--- src/rtl/usplit_pkg.sv ---
package usplit_pkg;
  localparam int BUS_BYTES = 4;
  localparam int REQ_BYTES = 8;

  typedef enum logic [1:0] {
    SZ_BYTE = 2'd0,
    SZ_HALF = 2'd1,
    SZ_WORD = 2'd2
  } size_e;

  function automatic logic [3:0] size_to_bytes(input logic [1:0] sz);
    case (sz)
      2'd0:    size_to_bytes = 4'd1;
      2'd1:    size_to_bytes = 4'd2;
      default: size_to_bytes = 4'd4;
    endcase
  endfunction
endpackage

--- src/rtl/usplit_check.sv ---
module usplit_check
  import usplit_pkg::*;
#(
  parameter int                 ADDR_W    = 32,
  parameter int                 PPB_TAG_W = 12,
  parameter logic [PPB_TAG_W-1:0] PPB_TAG = 12'hE00
) (
  input  logic [ADDR_W-1:0] addr,
  input  logic [1:0]        size,
  input  logic              dbl,
  output logic              fault,
  output logic [3:0]        total
);
  logic misalign;
  logic in_ppb;

  always_comb begin
    case (size)
      2'd0:    misalign = 1'b0;
      2'd1:    misalign = addr[0];
      default: misalign = |addr[1:0];
    endcase
    in_ppb = (addr[ADDR_W-1 -: PPB_TAG_W] == PPB_TAG);
    if (dbl) begin
      fault = |addr[1:0];
      total = 4'(REQ_BYTES);
    end else begin
      fault = misalign & in_ppb;
      total = size_to_bytes(size);
    end
  end
endmodule

--- src/rtl/usplit_beat.sv ---
module usplit_beat
  import usplit_pkg::*;
#(
  parameter int ADDR_W     = 32,
  parameter int CODE_TAG_W = 3
) (
  input  logic [ADDR_W-1:0] base,
  input  logic [3:0]        pos,
  input  logic [3:0]        total,
  output logic [ADDR_W-1:0] beat_addr,
  output logic [1:0]        beat_size,
  output logic [3:0]        beat_bytes,
  output logic              beat_last
);
  localparam int LOW_W = ADDR_W - CODE_TAG_W;

  logic [3:0]        left;
  logic [1:0]        off;
  logic [ADDR_W-1:0] sum;
  logic              in_code;

  always_comb begin
    left    = total - pos;
    sum     = base + ADDR_W'(pos);
    off     = sum[1:0];
    in_code = (base[ADDR_W-1 -: CODE_TAG_W] == '0);
    if (left >= 4'd4 && off == 2'd0) begin
      beat_size = SZ_WORD;
    end else if (left >= 4'd2 && !off[0]) begin
      beat_size = SZ_HALF;
    end else begin
      beat_size = SZ_BYTE;
    end
    beat_bytes = size_to_bytes(beat_size);
    beat_last  = (pos + beat_bytes) >= total;
    beat_addr  = in_code ? {{CODE_TAG_W{1'b0}}, sum[LOW_W-1:0]} : sum;
  end
endmodule

--- src/rtl/usplit_lanes.sv ---
module usplit_lanes
  import usplit_pkg::*;
(
  input  logic [8*REQ_BYTES-1:0] wdata,
  input  logic [3:0]             pos,
  input  logic [1:0]             lane_off,
  input  logic [3:0]             nbytes,
  input  logic [8*BUS_BYTES-1:0] rdata,
  output logic [8*BUS_BYTES-1:0] bus_wdata,
  output logic [8*REQ_BYTES-1:0] placed
);
  logic [1:0] lane;
  logic [2:0] src;

  always_comb begin
    bus_wdata = '0;
    placed    = '0;
    lane      = '0;
    src       = '0;
    for (int j = 0; j < BUS_BYTES; j++) begin
      lane = lane_off + 2'(j);
      src  = pos[2:0] + 3'(j);
      if (4'(j) < nbytes) begin
        bus_wdata[8*lane +: 8] = wdata[8*src +: 8];
        placed[8*src +: 8]     = rdata[8*lane +: 8];
      end
    end
  end
endmodule

--- src/rtl/unaligned_splitter.sv ---
module unaligned_splitter
  import usplit_pkg::*;
#(
  parameter int                   ADDR_W     = 32,
  parameter int                   CODE_TAG_W = 3,
  parameter int                   PPB_TAG_W  = 12,
  parameter logic [PPB_TAG_W-1:0] PPB_TAG    = 12'hE00
) (
  input  logic                   clk,
  input  logic                   rst_n,
  input  logic                   req_valid,
  output logic                   req_ready,
  input  logic [ADDR_W-1:0]      req_addr,
  input  logic [1:0]             req_size,
  input  logic                   req_write,
  input  logic                   req_double,
  input  logic [8*REQ_BYTES-1:0] req_wdata,
  output logic                   resp_done,
  output logic                   resp_fault,
  output logic [8*REQ_BYTES-1:0] resp_rdata,
  output logic                   bus_valid,
  input  logic                   bus_ready,
  input  logic                   bus_err,
  output logic [ADDR_W-1:0]      bus_addr,
  output logic [1:0]             bus_size,
  output logic                   bus_write,
  output logic [8*BUS_BYTES-1:0] bus_wdata,
  input  logic [8*BUS_BYTES-1:0] bus_rdata
);
  localparam int RW = 8 * REQ_BYTES;

  // registered request context, loaded when a multi-beat request starts
  logic              busy_q,  busy_d;
  logic [ADDR_W-1:0] base_q,  base_d;
  logic [3:0]        total_q, total_d;
  logic [3:0]        pos_q,   pos_d;
  logic [RW-1:0]     wdata_q, wdata_d;
  logic              write_q, write_d;
  logic [RW-1:0]     acc_q,   acc_d;

  logic              chk_fault;
  logic [3:0]        chk_total;
  logic [ADDR_W-1:0] sel_base;
  logic [3:0]        sel_total, sel_pos;
  logic [RW-1:0]     sel_wdata, sel_acc, placed;
  logic              sel_write;
  logic [ADDR_W-1:0] beat_addr;
  logic [1:0]        beat_size;
  logic [3:0]        beat_bytes;
  logic              beat_last;
  logic              refuse, xfer, finish, advance;

  usplit_check #(
    .ADDR_W(ADDR_W), .PPB_TAG_W(PPB_TAG_W), .PPB_TAG(PPB_TAG)
  ) u_check (
    .addr(req_addr), .size(req_size), .dbl(req_double),
    .fault(chk_fault), .total(chk_total)
  );

  always_comb begin
    sel_base  = busy_q ? base_q  : req_addr;
    sel_total = busy_q ? total_q : chk_total;
    sel_pos   = busy_q ? pos_q   : 4'd0;
    sel_wdata = busy_q ? wdata_q : req_wdata;
    sel_write = busy_q ? write_q : req_write;
    sel_acc   = busy_q ? acc_q   : '0;
  end

  usplit_beat #(
    .ADDR_W(ADDR_W), .CODE_TAG_W(CODE_TAG_W)
  ) u_beat (
    .base(sel_base), .pos(sel_pos), .total(sel_total),
    .beat_addr(beat_addr), .beat_size(beat_size),
    .beat_bytes(beat_bytes), .beat_last(beat_last)
  );

  usplit_lanes u_lanes (
    .wdata(sel_wdata), .pos(sel_pos), .lane_off(beat_addr[1:0]),
    .nbytes(beat_bytes), .rdata(bus_rdata),
    .bus_wdata(bus_wdata), .placed(placed)
  );

  // handshake and response
  always_comb begin
    refuse     = ~busy_q & req_valid & chk_fault;
    bus_valid  = busy_q | (req_valid & ~chk_fault);
    bus_addr   = beat_addr;
    bus_size   = beat_size;
    bus_write  = sel_write;
    xfer       = bus_valid & bus_ready;
    finish     = xfer & (bus_err | beat_last);
    advance    = xfer & ~bus_err & ~beat_last;
    req_ready  = ~busy_q & (chk_fault | bus_ready);
    resp_done  = refuse | finish;
    resp_fault = refuse | (xfer & bus_err);
    resp_rdata = sel_acc | placed;
  end

  // next state
  always_comb begin
    busy_d  = busy_q;
    base_d  = base_q;
    total_d = total_q;
    pos_d   = pos_q;
    wdata_d = wdata_q;
    write_d = write_q;
    acc_d   = acc_q;
    if (finish) begin
      busy_d = 1'b0;
    end else if (advance) begin
      busy_d = 1'b1;
      pos_d  = sel_pos + beat_bytes;
      acc_d  = sel_acc | placed;
      if (!busy_q) begin
        base_d  = req_addr;
        total_d = chk_total;
        wdata_d = req_wdata;
        write_d = req_write;
      end
    end
  end

  // registers: control with reset, datapath with clock enable only
  always_ff @(posedge clk or negedge rst_n) begin
    if (!rst_n) begin
      busy_q <= 1'b0;
      pos_q  <= 4'd0;
    end else begin
      busy_q <= busy_d;
      pos_q  <= pos_d;
    end
  end

  always_ff @(posedge clk) begin
    if (advance) begin
      base_q  <= base_d;
      total_q <= total_d;
      wdata_q <= wdata_d;
      write_q <= write_d;
      acc_q   <= acc_d;
    end
  end

  // assertions
  assert_beat_aligned_R1: assert property (@(posedge clk) disable iff (!rst_n)
    bus_valid |-> ((bus_size == SZ_BYTE) ||
                   (bus_size == SZ_HALF && !bus_addr[0]) ||
                   (bus_size == SZ_WORD && bus_addr[1:0] == 2'd0)));

  assert_refuse_no_beat_R6: assert property (@(posedge clk) disable iff (!rst_n)
    (req_valid && !busy_q && chk_fault) |-> (!bus_valid && resp_done && resp_fault));

  assert_stall_hold_R9: assert property (@(posedge clk) disable iff (!rst_n)
    (busy_q && bus_valid && !bus_ready) |=> (bus_valid && $stable(bus_addr) && $stable(bus_size)));

  assert_err_ends_R10: assert property (@(posedge clk) disable iff (!rst_n)
    (xfer && bus_err) |=> !busy_q);

  assert_code_wrap_R4: assert property (@(posedge clk) disable iff (!rst_n)
    (busy_q && base_q[ADDR_W-1 -: CODE_TAG_W] == '0) |-> (bus_addr[ADDR_W-1 -: CODE_TAG_W] == '0));

  assert_fault_has_done_R3: assert property (@(posedge clk) disable iff (!rst_n)
    resp_fault |-> resp_done);
endmodule

--- config.mk ---
export PLATFORM = sky130hd
export DESIGN_NAME = unaligned_splitter
export DESIGN_NICKNAME = d
export VERILOG_FILES = /design/src/rtl/usplit_pkg.sv /design/src/rtl/usplit_check.sv /design/src/rtl/usplit_beat.sv /design/src/rtl/usplit_lanes.sv /design/src/rtl/unaligned_splitter.sv
export SDC_FILE = /design/constraint.sdc
export NUM_CORES = 1
export LEC_CHECK = 0
export BUFFER_PORTS_ARGS = -buffer_cell sky130_fd_sc_hd__buf_4
export CORE_MARGIN = 3
export CORE_UTILIZATION = 52
export CTS_BUF_LIST = sky130_fd_sc_hd__clkbuf_4 sky130_fd_sc_hd__clkbuf_8 sky130_fd_sc_hd__clkbuf_16
export CTS_CLUSTER_DIAMETER = 80
export DETAILED_ROUTE_END_ITERATION = 6
export GPL_TIMING_DRIVEN = 0
export PLACE_DENSITY = 0.78
export SYNTH_ARGS = -nofsm -noshare
export SYNTH_HDL_FRONTEND = slang
export SYNTH_HIERARCHICAL = 1
export SYNTH_SLANG_ARGS = --single-unit
--- constraint.sdc ---
create_clock -name clk -period 8.9 [get_ports clk]
set_clock_uncertainty 0.2 [all_clocks]
set_input_delay 1.78 -clock clk [delete_from_list [all_inputs] [get_ports clk]]
set_output_delay 1.78 -clock clk [all_outputs]
set_load 0.02 [all_outputs]
# Word level (Yosys, flattened, before mapping)

Index checks and enable logic that the tools add are counted.
W data, S select, Z words.

Register bits: 170
Input port bits: 137
Output and inout port bits: 135
Logic and storage cells: 121

$add $sub $neg: 17
Magnitude comparators: 7
Eq/ne operators: 3
Shift operators: 24
Mux-type cells: 30
Bitwise logic cells: 23
Reduce and logical (&&, ||, !) cells: 10

Operator list:

| cell                      | count |
|---|---|
| $mux W64                  | 6 |
| $shift A8 B34 Y64 const A | 4 |
| $shiftx A64 B7 Y8         | 4 |
| $shiftx A8 B34 Y64        | 4 |
| $bwmux W64                | 3 |
| $mux W32                  | 6 |
| $neg A5 Y34               | 4 |
| $neg A6 Y34               | 4 |
| $shift A8 B34 Y32 const A | 4 |
| $shiftx A8 B34 Y32        | 4 |
| $shiftx A32 B6 Y8         | 4 |
| $bwmux W32                | 3 |
| $and A64 B64 Y64          | 1 |
| $or A64 B64 Y64           | 1 |
| $add A32 B4 Y32           | 1 |
| $and A32 B32 Y32          | 1 |
| $eq A12 B12 Y1 const B    | 1 |
| $mux W4                   | 3 |
| $pmux W3 S2               | 2 |
| $and A1 B1 Y1             | 10 |
| $add A3 B2 Y3 const B     | 2 |
| $logic_not A2 Y1          | 3 |
| $lt A1 B3 Y1 const A      | 2 |
| $lt A2 B3 Y1 const A      | 2 |
| other kinds (20)          | 35 |

# Logic depth before layout (Yosys ltp)

Depth after elaboration: 20
Mapped depth: 23
Depth with buffers taken out: 22

# By module

The synthesis kept the hierarchy.

Modules (own cells, without submodules):

| module             | times used | cells each | area an instance (um^2) | sequential area each (um^2) |
|---|---|---|---|---|
| usplit_lanes       | 1          | 848        | 7090.6                  | 0.0 |
| unaligned_splitter | 1          | 391        | 7038.0                  | 5079.9 |
| usplit_beat        | 1          | 152        | 1078.5                  | 0.0 |
| usplit_check       | 1          | 10         | 70.1                    | 0.0 |

# Worst setup path after synthesis

Ideal clock, no wire load.

Path type: input to register
From: input req_size[0]
To: register pos_q[3]
Library setup time: 82 ps
Data arrival time: 9139 ps
Required time: 8618 ps
Setup slack: -522 ps
Stages on the path: 17
Path buffers: 0
Path through: nor3b_1 mux2_2 ha_1 a211oi_1 xnor2_1 a31oi_1 nor3b_1 ha_1 xnor2_1 ha_1 nor2b_1 o21ai_0 nand2b_1 nor3b_1 o21ai_1 inv_1 o221a_1

Cells in the longest elaborated chain, start to end: 17
Elaborated cells between the ends (all ways): 31
Classes of those cells: add/sub (2); order compare (3); eq/ne (2); mux (8); bitwise (11); reduce/logical (5)

Ends and longest elaborated chain:

| element                                                 | RTL line                  | RTL |
|---|---|---|
| from (decl)                                             | unaligned_splitter.sv:14  | `input logic [1:0] req_size,` |
| $eq A2 B1 Y1 / $logic_not A2 Y1 (equally long branches) | usplit_pkg.sv:12          | `case (sz)` |
| $pmux W3 S2 *                                           | usplit_pkg.sv:12          |  |
| $mux W4 *                                               | usplit_check.sv:24        | `if (dbl) begin` |
| $mux W4 *                                               | n/a                       |  |
| named net sel_total[1]                                  | unaligned_splitter.sv:44  | `logic [3:0] sel_total, sel_pos;` |
| $sub A4 B4 Y4 *                                         | usplit_beat.sv:23         | `left = total - pos;` |
| $ge A4 B2 Y1                                            | usplit_beat.sv:29         | `end else if (left >= 4'd2 && !off[0]) begin` |
| $logic_and A1 B1 Y1                                     | usplit_beat.sv:29         |  |
| [4 not listed]                                          | n/a                       |  |
| named net beat_bytes[2]                                 | unaligned_splitter.sv:49  | `logic [3:0] beat_bytes;` |
| $add A4 B3 Y4 *                                         | usplit_beat.sv:35         | `beat_last = (pos + beat_bytes) >= total;` |
| $ge A4 B4 Y1 *                                          | usplit_beat.sv:35         |  |
| named net beat_last                                     | unaligned_splitter.sv:50  | `logic beat_last;` |
| $or A1 B1 Y1                                            | unaligned_splitter.sv:91  | `finish = xfer & (bus_err \| beat_last);` |
| $and A1 B1 Y1                                           | unaligned_splitter.sv:91  |  |
| $not A1 Y1 (no line)                                    | n/a                       |  |
| $reduce_and A2 Y1 (no line) *                           | n/a                       |  |
| to (signal assigned)                                    | unaligned_splitter.sv:130 | `pos_q <= pos_d;` |
| to (decl)                                               | unaligned_splitter.sv:36  | `logic [3:0] pos_q, pos_d;` |

The timed path passes the listed nets; every way through them passes the cells marked *.
A chain may end at the register's enable or synchronous reset.

# Final worst setup path

From: input req_addr[0]
To: output resp_rdata[41]

Cells in the longest elaborated chain, start to end: 17
Elaborated cells between the ends (all ways): 36
Classes of those cells: add/sub (4); order compare (4); eq/ne (1); shift (8); mux (12); bitwise (2); reduce/logical (5)

Ends and longest elaborated chain:

| element                                                | RTL line                 | RTL |
|---|---|---|
| from (decl)                                            | unaligned_splitter.sv:13 | `input logic [ADDR_W-1:0] req_addr,` |
| $mux W32 *                                             | n/a                      |  |
| named net sel_base[0]                                  | unaligned_splitter.sv:43 | `logic [ADDR_W-1:0] sel_base;` |
| $add A32 B4 Y32 *                                      | usplit_beat.sv:24        | `sum = base + ADDR_W'(pos);` |
| branches (longest 13 deep; another with $add A2 B1 Y2) | n/a                      |  |
| $mux W64 *                                             | usplit_lanes.sv:23       | `if (4'(j) < nbytes) begin` |
| named net placed[41]                                   | unaligned_splitter.sv:45 | `logic [RW-1:0] sel_wdata, sel_acc, placed;` |
| $or A64 B64 Y64 *                                      | unaligned_splitter.sv:96 | `resp_rdata = sel_acc \| placed;` |
| to (decl)                                              | unaligned_splitter.sv:20 | `output logic [8*REQ_BYTES-1:0] resp_rdata,` |

Mark *: on every way through the listed nets, which the timed path passes.

==> flow_summary.html <==
<table>
<tr><th>Metric</th><th>Value</th></tr>
<tr><th colspan="2">Status</th></tr>
<tr><td>Run status</td><td>complete, no violations</td></tr>
<tr><th colspan="2">Setup path</th></tr>
<tr><td>Crit path capture type</td><td>output port</td></tr>
<tr><td>Cell family with most CP delay</td><td>buffers and inverters</td></tr>
<tr><td>Data arrival time of the worst path</td><td>6.57 ns</td></tr>
<tr><td>CP peak stage delay</td><td>roughly 0.42 ns</td></tr>
<tr><td>Cell at the slowest stage of the critical path</td><td>sky130_fd_sc_hd__fa_1</td></tr>
<tr><td>Crit start category</td><td>input pin</td></tr>
<tr><td>Type of the setup path with the least slack</td><td>in2out</td></tr>
<tr><td>Critical Path RT</td><td>about 6.9 ns</td></tr>
<tr><td>Worst-path maximum fanout</td><td>10</td></tr>
<tr><td>Count of buffering cells on the critical path with inverters included</td><td>11</td></tr>
<tr><td>CP Cell Sequence</td><td>buf_4 &gt; mux2_2 &gt; ha_1 &gt; inv_1 &gt; fa_1 &gt; inv_1 &gt; buf_2 &gt; buf_2 &gt; inv_1 &gt; ha_1 &gt; buf_4 &gt; buf_4 &gt; buf_2 &gt; mux4_2 &gt; and2_1 &gt; inv_1 &gt; nor2_1 &gt; a221o_1 &gt; a21o_1 &gt; buf_4</td></tr>
<tr><th colspan="2">Detailed routing</th></tr>
<tr><td>DR WL/cell</td><td>26.7 um</td></tr>
<tr><td>Via count</td><td>14219</td></tr>
<tr><td>Post-route ant nets</td><td>0</td></tr>
<tr><td>Routed via count divided by cell count</td><td>6.80</td></tr>
<tr><td>Initial DRC count</td><td>1794</td></tr>
<tr><td>Number of detailed-route iterations in the first pass</td><td>7</td></tr>
<tr><td>Detailed-route wire length</td><td>between 50 and 60 mm</td></tr>
<tr><td>Detailed-route DRC error count</td><td>0</td></tr>
<tr><th colspan="2">Power</th></tr>
<tr><td>Switch share</td><td>0.484</td></tr>
<tr><td>Internal power</td><td>3.09 mW</td></tr>
<tr><td>Combinational group share of total power</td><td>0.689</td></tr>
<tr><td>Clock group share of total power</td><td>0.129</td></tr>
<tr><td>Power per standard cell area</td><td>324 nW/um^2</td></tr>
<tr><td>Seq pwr share</td><td>0.183</td></tr>
<tr><td>Static power due to leakage</td><td>7.37 nW</td></tr>
<tr><td>Maximum VDD drop</td><td>168 uV</td></tr>
<tr><td>Switch Pwr</td><td>2.89 mW</td></tr>
<tr><th colspan="2">Clock tree</th></tr>
<tr><td>Clock H-tree levels</td><td>4</td></tr>
<tr><td>Clock buffer depth</td><td>2</td></tr>
<tr><td>Clock-pin slew on the worst setup and hold paths</td><td>0.07 ns</td></tr>
<tr><td>CTS tree</td><td>built</td></tr>
<tr><td>Sink count of the clock tree</td><td>170</td></tr>
<tr><td>Total clock buffers created by CTS</td><td>17</td></tr>
<tr><td>Post-CTS setup buffers</td><td>0</td></tr>
<tr><td>Worst-skew pair later-pin latency</td><td>0.46 ns</td></tr>
<tr><td>Clk Tree Root Cell</td><td>sky130_fd_sc_hd__clkbuf_16</td></tr>
<tr><th colspan="2">Finish</th></tr>
<tr><td>Area growth from synthesis to layout</td><td>20.9%</td></tr>
<tr><td>Final net count</td><td>1874</td></tr>
<tr><td>Ratio of cells with drive above 1 in the final layout</td><td>0.360</td></tr>
<tr><td>Final Core Density</td><td>0.640</td></tr>
<tr><td>Number of diodes added for antenna fixing</td><td>0</td></tr>
<tr><th colspan="2">Yosys</th></tr>
<tr><td>Yosys synthesis warning count</td><td>6</td></tr>
<tr><td>Top flip-flop cell by instance count after synthesis</td><td>sky130_fd_sc_hd__edfxtp_1</td></tr>
<tr><td>Mapped Nets</td><td>1582</td></tr>
<tr><td>Part of the Yosys area used for sequential elements</td><td>0.333</td></tr>
<tr><td>Proportion of synthesized flip-flops having asynchronous set or reset</td><td>0.0294</td></tr>
<tr><td>Post-synthesis area per instance</td><td>10.9 um^2</td></tr>
<tr><td>Number of synthesized flops with an enable pin</td><td>around 170</td></tr>
<tr><td>Syn Inst Count</td><td>around 1400</td></tr>
<tr><td>Synthesis-stage register bit count</td><td>170</td></tr>
<tr><td>Unique masters post-synth</td><td>101</td></tr>
<tr><td>Synthesized cell area</td><td>15300 um^2</td></tr>
<tr><th colspan="2">Min path</th></tr>
<tr><td>Path category of the worst min-delay check</td><td>reg2reg</td></tr>
<tr><th colspan="2">Run</th></tr>
<tr><td>Number of max-cap violations</td><td>0</td></tr>
<tr><th colspan="2">Placement</th></tr>
<tr><td>Routability Congestion</td><td>1.04</td></tr>
<tr><td>HPWL after detailed placement</td><td>42.8 mm</td></tr>
<tr><td>Number of input and output port buffers inserted</td><td>271</td></tr>
<tr><th colspan="2">Floorplan</th></tr>
<tr><td>Initial standard-cell utilization of the core</td><td>0.529</td></tr>
<tr><td>Area of the core region</td><td>between 20000 and 30000 um^2</td></tr>
<tr><td>Die Wd</td><td>177 um</td></tr>
<tr><td>Number of primary I/O pins</td><td>272</td></tr>
<tr><td>Row cnt</td><td>62</td></tr>
<tr><td>DIE AREA</td><td>31500 um^2</td></tr>
<tr><td>Chip Height</td><td>177 um</td></tr>
<tr><th colspan="2">Timing</th></tr>
<tr><td>Max Clk Rate</td><td>117 MHz</td></tr>
<tr><td>Hold Slack</td><td>0.311 ns</td></tr>
<tr><td>Shortest clock period the worst path allows after layout</td><td>8.55 ns</td></tr>
<tr><td>Count of endpoints failing hold in the final timing report</td><td>0</td></tr>
<tr><td>RSZ-0062 raised after global routing</td><td>false</td></tr>
<tr><td>Final setup vio count</td><td>0</td></tr>
<tr><td>Final worst path period share</td><td>0.961</td></tr>
<tr><td>Number of pins with negative max-slew slack in the final report</td><td>0</td></tr>
<tr><td>Worst-case headroom to the max-slew limit</td><td>0.255</td></tr>
<tr><td>Slew at the pin closest to its max-slew limit</td><td>1.11 ns</td></tr>
<tr><th colspan="2">GRT</th></tr>
<tr><td>Initial antenna violation count</td><td>0</td></tr>
<tr><td>Wire length of the first global-routing pass</td><td>84.5 mm</td></tr>
<tr><td>GRT Overall Usage</td><td>0.351</td></tr>
<tr><td>Pin count of the biggest net entering global routing</td><td>46</td></tr>
<tr><td>Total grt overflow</td><td>0</td></tr>
<tr><td>Vias in the first global route</td><td>approximately 14000</td></tr>
</table>
## synthesized netlist by cell type (9+ instances only)
cell | count | share of area
sky130_fd_sc_hd__and2_1 | 28 | 0.011
sky130_fd_sc_hd__edfxtp_1 | 165 | 0.32
sky130_fd_sc_hd__a211oi_2 | 10 | 0.0082
sky130_fd_sc_hd__a22oi_1 | 45 | 0.022
sky130_fd_sc_hd__a21oi_1 | 55 | 0.018
sky130_fd_sc_hd__nor4_1 | 11 | 0.0045
sky130_fd_sc_hd__nor2_1 | 57 | 0.014
sky130_fd_sc_hd__nor3_1 | 19 | 0.0062
sky130_fd_sc_hd__ha_1 | 40 | 0.033
sky130_fd_sc_hd__o21ai_1 | 21 | 0.0069
sky130_fd_sc_hd__mux2_2 | 124 | 0.091
sky130_fd_sc_hd__o32ai_1 | 12 | 0.0069
sky130_fd_sc_hd__a211oi_1 | 16 | 0.0079
sky130_fd_sc_hd__nand3_1 | 27 | 0.0088
sky130_fd_sc_hd__a221oi_1 | 26 | 0.015
sky130_fd_sc_hd__xor2_1 | 14 | 0.0080
sky130_fd_sc_hd__and3_1 | 10 | 0.0041
sky130_fd_sc_hd__nor2b_1 | 16 | 0.0066
sky130_fd_sc_hd__o211ai_1 | 10 | 0.0049
sky130_fd_sc_hd__inv_1 | 30 | 0.0074
sky130_fd_sc_hd__xnor2_1 | 20 | 0.011
sky130_fd_sc_hd__o22ai_1 | 23 | 0.0094
sky130_fd_sc_hd__mux4_2 | 61 | 0.090
sky130_fd_sc_hd__clkbuf_1 | 33 | 0.0081
sky130_fd_sc_hd__buf_4 | 13 | 0.0064
sky130_fd_sc_hd__o21a_1 | 17 | 0.0084
sky130_fd_sc_hd__nand2_1 | 109 | 0.027
sky130_fd_sc_hd__mux2i_1 | 71 | 0.047
sky130_fd_sc_hd__or4_1 | 9 | 0.0044
sky130_fd_sc_hd__buf_2 | 31 | 0.010
sky130_fd_sc_hd__a32oi_1 | 11 | 0.0063
sky130_fd_sc_hd__a21o_1 | 67 | 0.033
sky130_fd_sc_hd__o21ai_0 | 26 | 0.0085
sky130_fd_sc_hd__nand4_1 | 9 | 0.0037
## sequential cells by signal, indices dropped and copies added (netlist names)
register  count
wdata_q      64
total_q       4
acc_q        64
busy_q        1
base_q       32
pos_q         4
write_q       1
## metrics by stage
step	power (mW)	setup slack [ns]	instance area (um^2)	setup TNS (ns)	cells
after detailed placement	5.10	0.283	17900	0	2059
after CTS	5.89	0.00541	18500	0	2091
final	5.98	0.350	18500	0	2090
after global routing	6.24	0.160	18500	0	2090
after global placement	5.05	-1.38	17800	-209.38	2056
after floorplan	3.74	0.439	15300	0	1401
## layout by cell type, fill, tap and decap left out, types with 14 or more instances in the layout
cell	n
sky130_fd_sc_hd__mux4_2	61
sky130_fd_sc_hd__o21ai_0	26
sky130_fd_sc_hd__xnor2_1	20
sky130_fd_sc_hd__o21a_1	17
sky130_fd_sc_hd__inv_1	29
sky130_fd_sc_hd__ha_1	40
sky130_fd_sc_hd__nand2_1	109
sky130_fd_sc_hd__buf_2	31
sky130_fd_sc_hd__buf_4	284
sky130_fd_sc_hd__nor3_1	19
sky130_fd_sc_hd__a21o_1	67
sky130_fd_sc_hd__o21ai_1	21
sky130_fd_sc_hd__a22oi_1	45
sky130_fd_sc_hd__xor2_1	14
sky130_fd_sc_hd__clkbuf_1	30
sky130_fd_sc_hd__nor2_1	57
sky130_fd_sc_hd__and2_1	26
sky130_fd_sc_hd__clkbuf_16	17
sky130_fd_sc_hd__a211oi_1	16
sky130_fd_sc_hd__nor2b_1	16
sky130_fd_sc_hd__nand3_1	27
sky130_fd_sc_hd__a221oi_1	26
sky130_fd_sc_hd__o22ai_1	23
sky130_fd_sc_hd__a21oi_1	55
sky130_fd_sc_hd__mux2_2	124
sky130_fd_sc_hd__mux2i_1	71
sky130_fd_sc_hd__edfxtp_1	165
## power groups by stage
stage | clock [mW] | combinational, mW | sequential [mW]
after global placement | 0 | 3.93 | 1.12
after CTS | 0.783 | 4.01 | 1.09
after detailed placement | 0 | 4.00 | 1.11
final | 0.769 | 4.12 | 1.09
after floorplan | 0 | 2.64 | 1.11
after global routing | 0.815 | 4.33 | 1.10
## layout make-up
class,instances,area (um^2)
buffer,90,498
tap,384,480
timing repair buffer,274,2090
clock inverter,12,150
clock buffer,20,448
multi-input combinational,1106,9590
fill,2409,10400
sequential,170,5080
inverter,34,131
## routing by layer
metal  up-vias  routed length [um]  global-route usage
met2       973               25100               0.546
met1      6910               22200               0.466
met5         -                  71              0.0160
met3       133                6720               0.106
li1       6201                   -                   -
met4         2                1770               0.123
## final timing paths
path / from / endpoint / slack (ns) / depth (start not counted)
max in group asynchronous: rst_n / busy_q / 7.47 / 1
max reg2reg: busy_q / wdata_q[34] / 1.59 / 22
min: pos_q[2] / pos_q[2] / 0.31 / 2
max: req_addr[0] / resp_rdata[41] / 0.35 / 20
min reg2reg: pos_q[2] / pos_q[2] / 0.31 / 2
min in group asynchronous: rst_n / pos_q[0] / 0.91 / 1
## cell families (layout without fill, tap and decap cells)
family / count (synthesis) / after routing / share of synthesized area
XOR/XNOR: 36 / 36 / 0.0224
AND/OR/NAND/NOR: 347 / 347 / 0.125
adder cells (fa/ha/maj): 44 / 44 / 0.0380
other: 1 / 1 / 0.000245
AO/OA/AOI/OAI: 415 / 415 / 0.206
flip-flops: 170 / 170 / 0.333
multiplexers: 263 / 263 / 0.234
buffers and inverters: 125 / 430 / 0.0410
## timing repair
item	in CTS	in global routing
setup endpoints to repair	12	72
hold buffers	0	0
resized for setup	1	7
pin swaps	0	0
## tightest hold or removal path, cell delays in order (launching register included)
cell and delay [ns]:
sky130_fd_sc_hd__dfrtp_1 0.35, sky130_fd_sc_hd__nand2_1 0.06, sky130_fd_sc_hd__o21ai_0 0.07
Note: power is estimated with default switching activity, not from simulation.
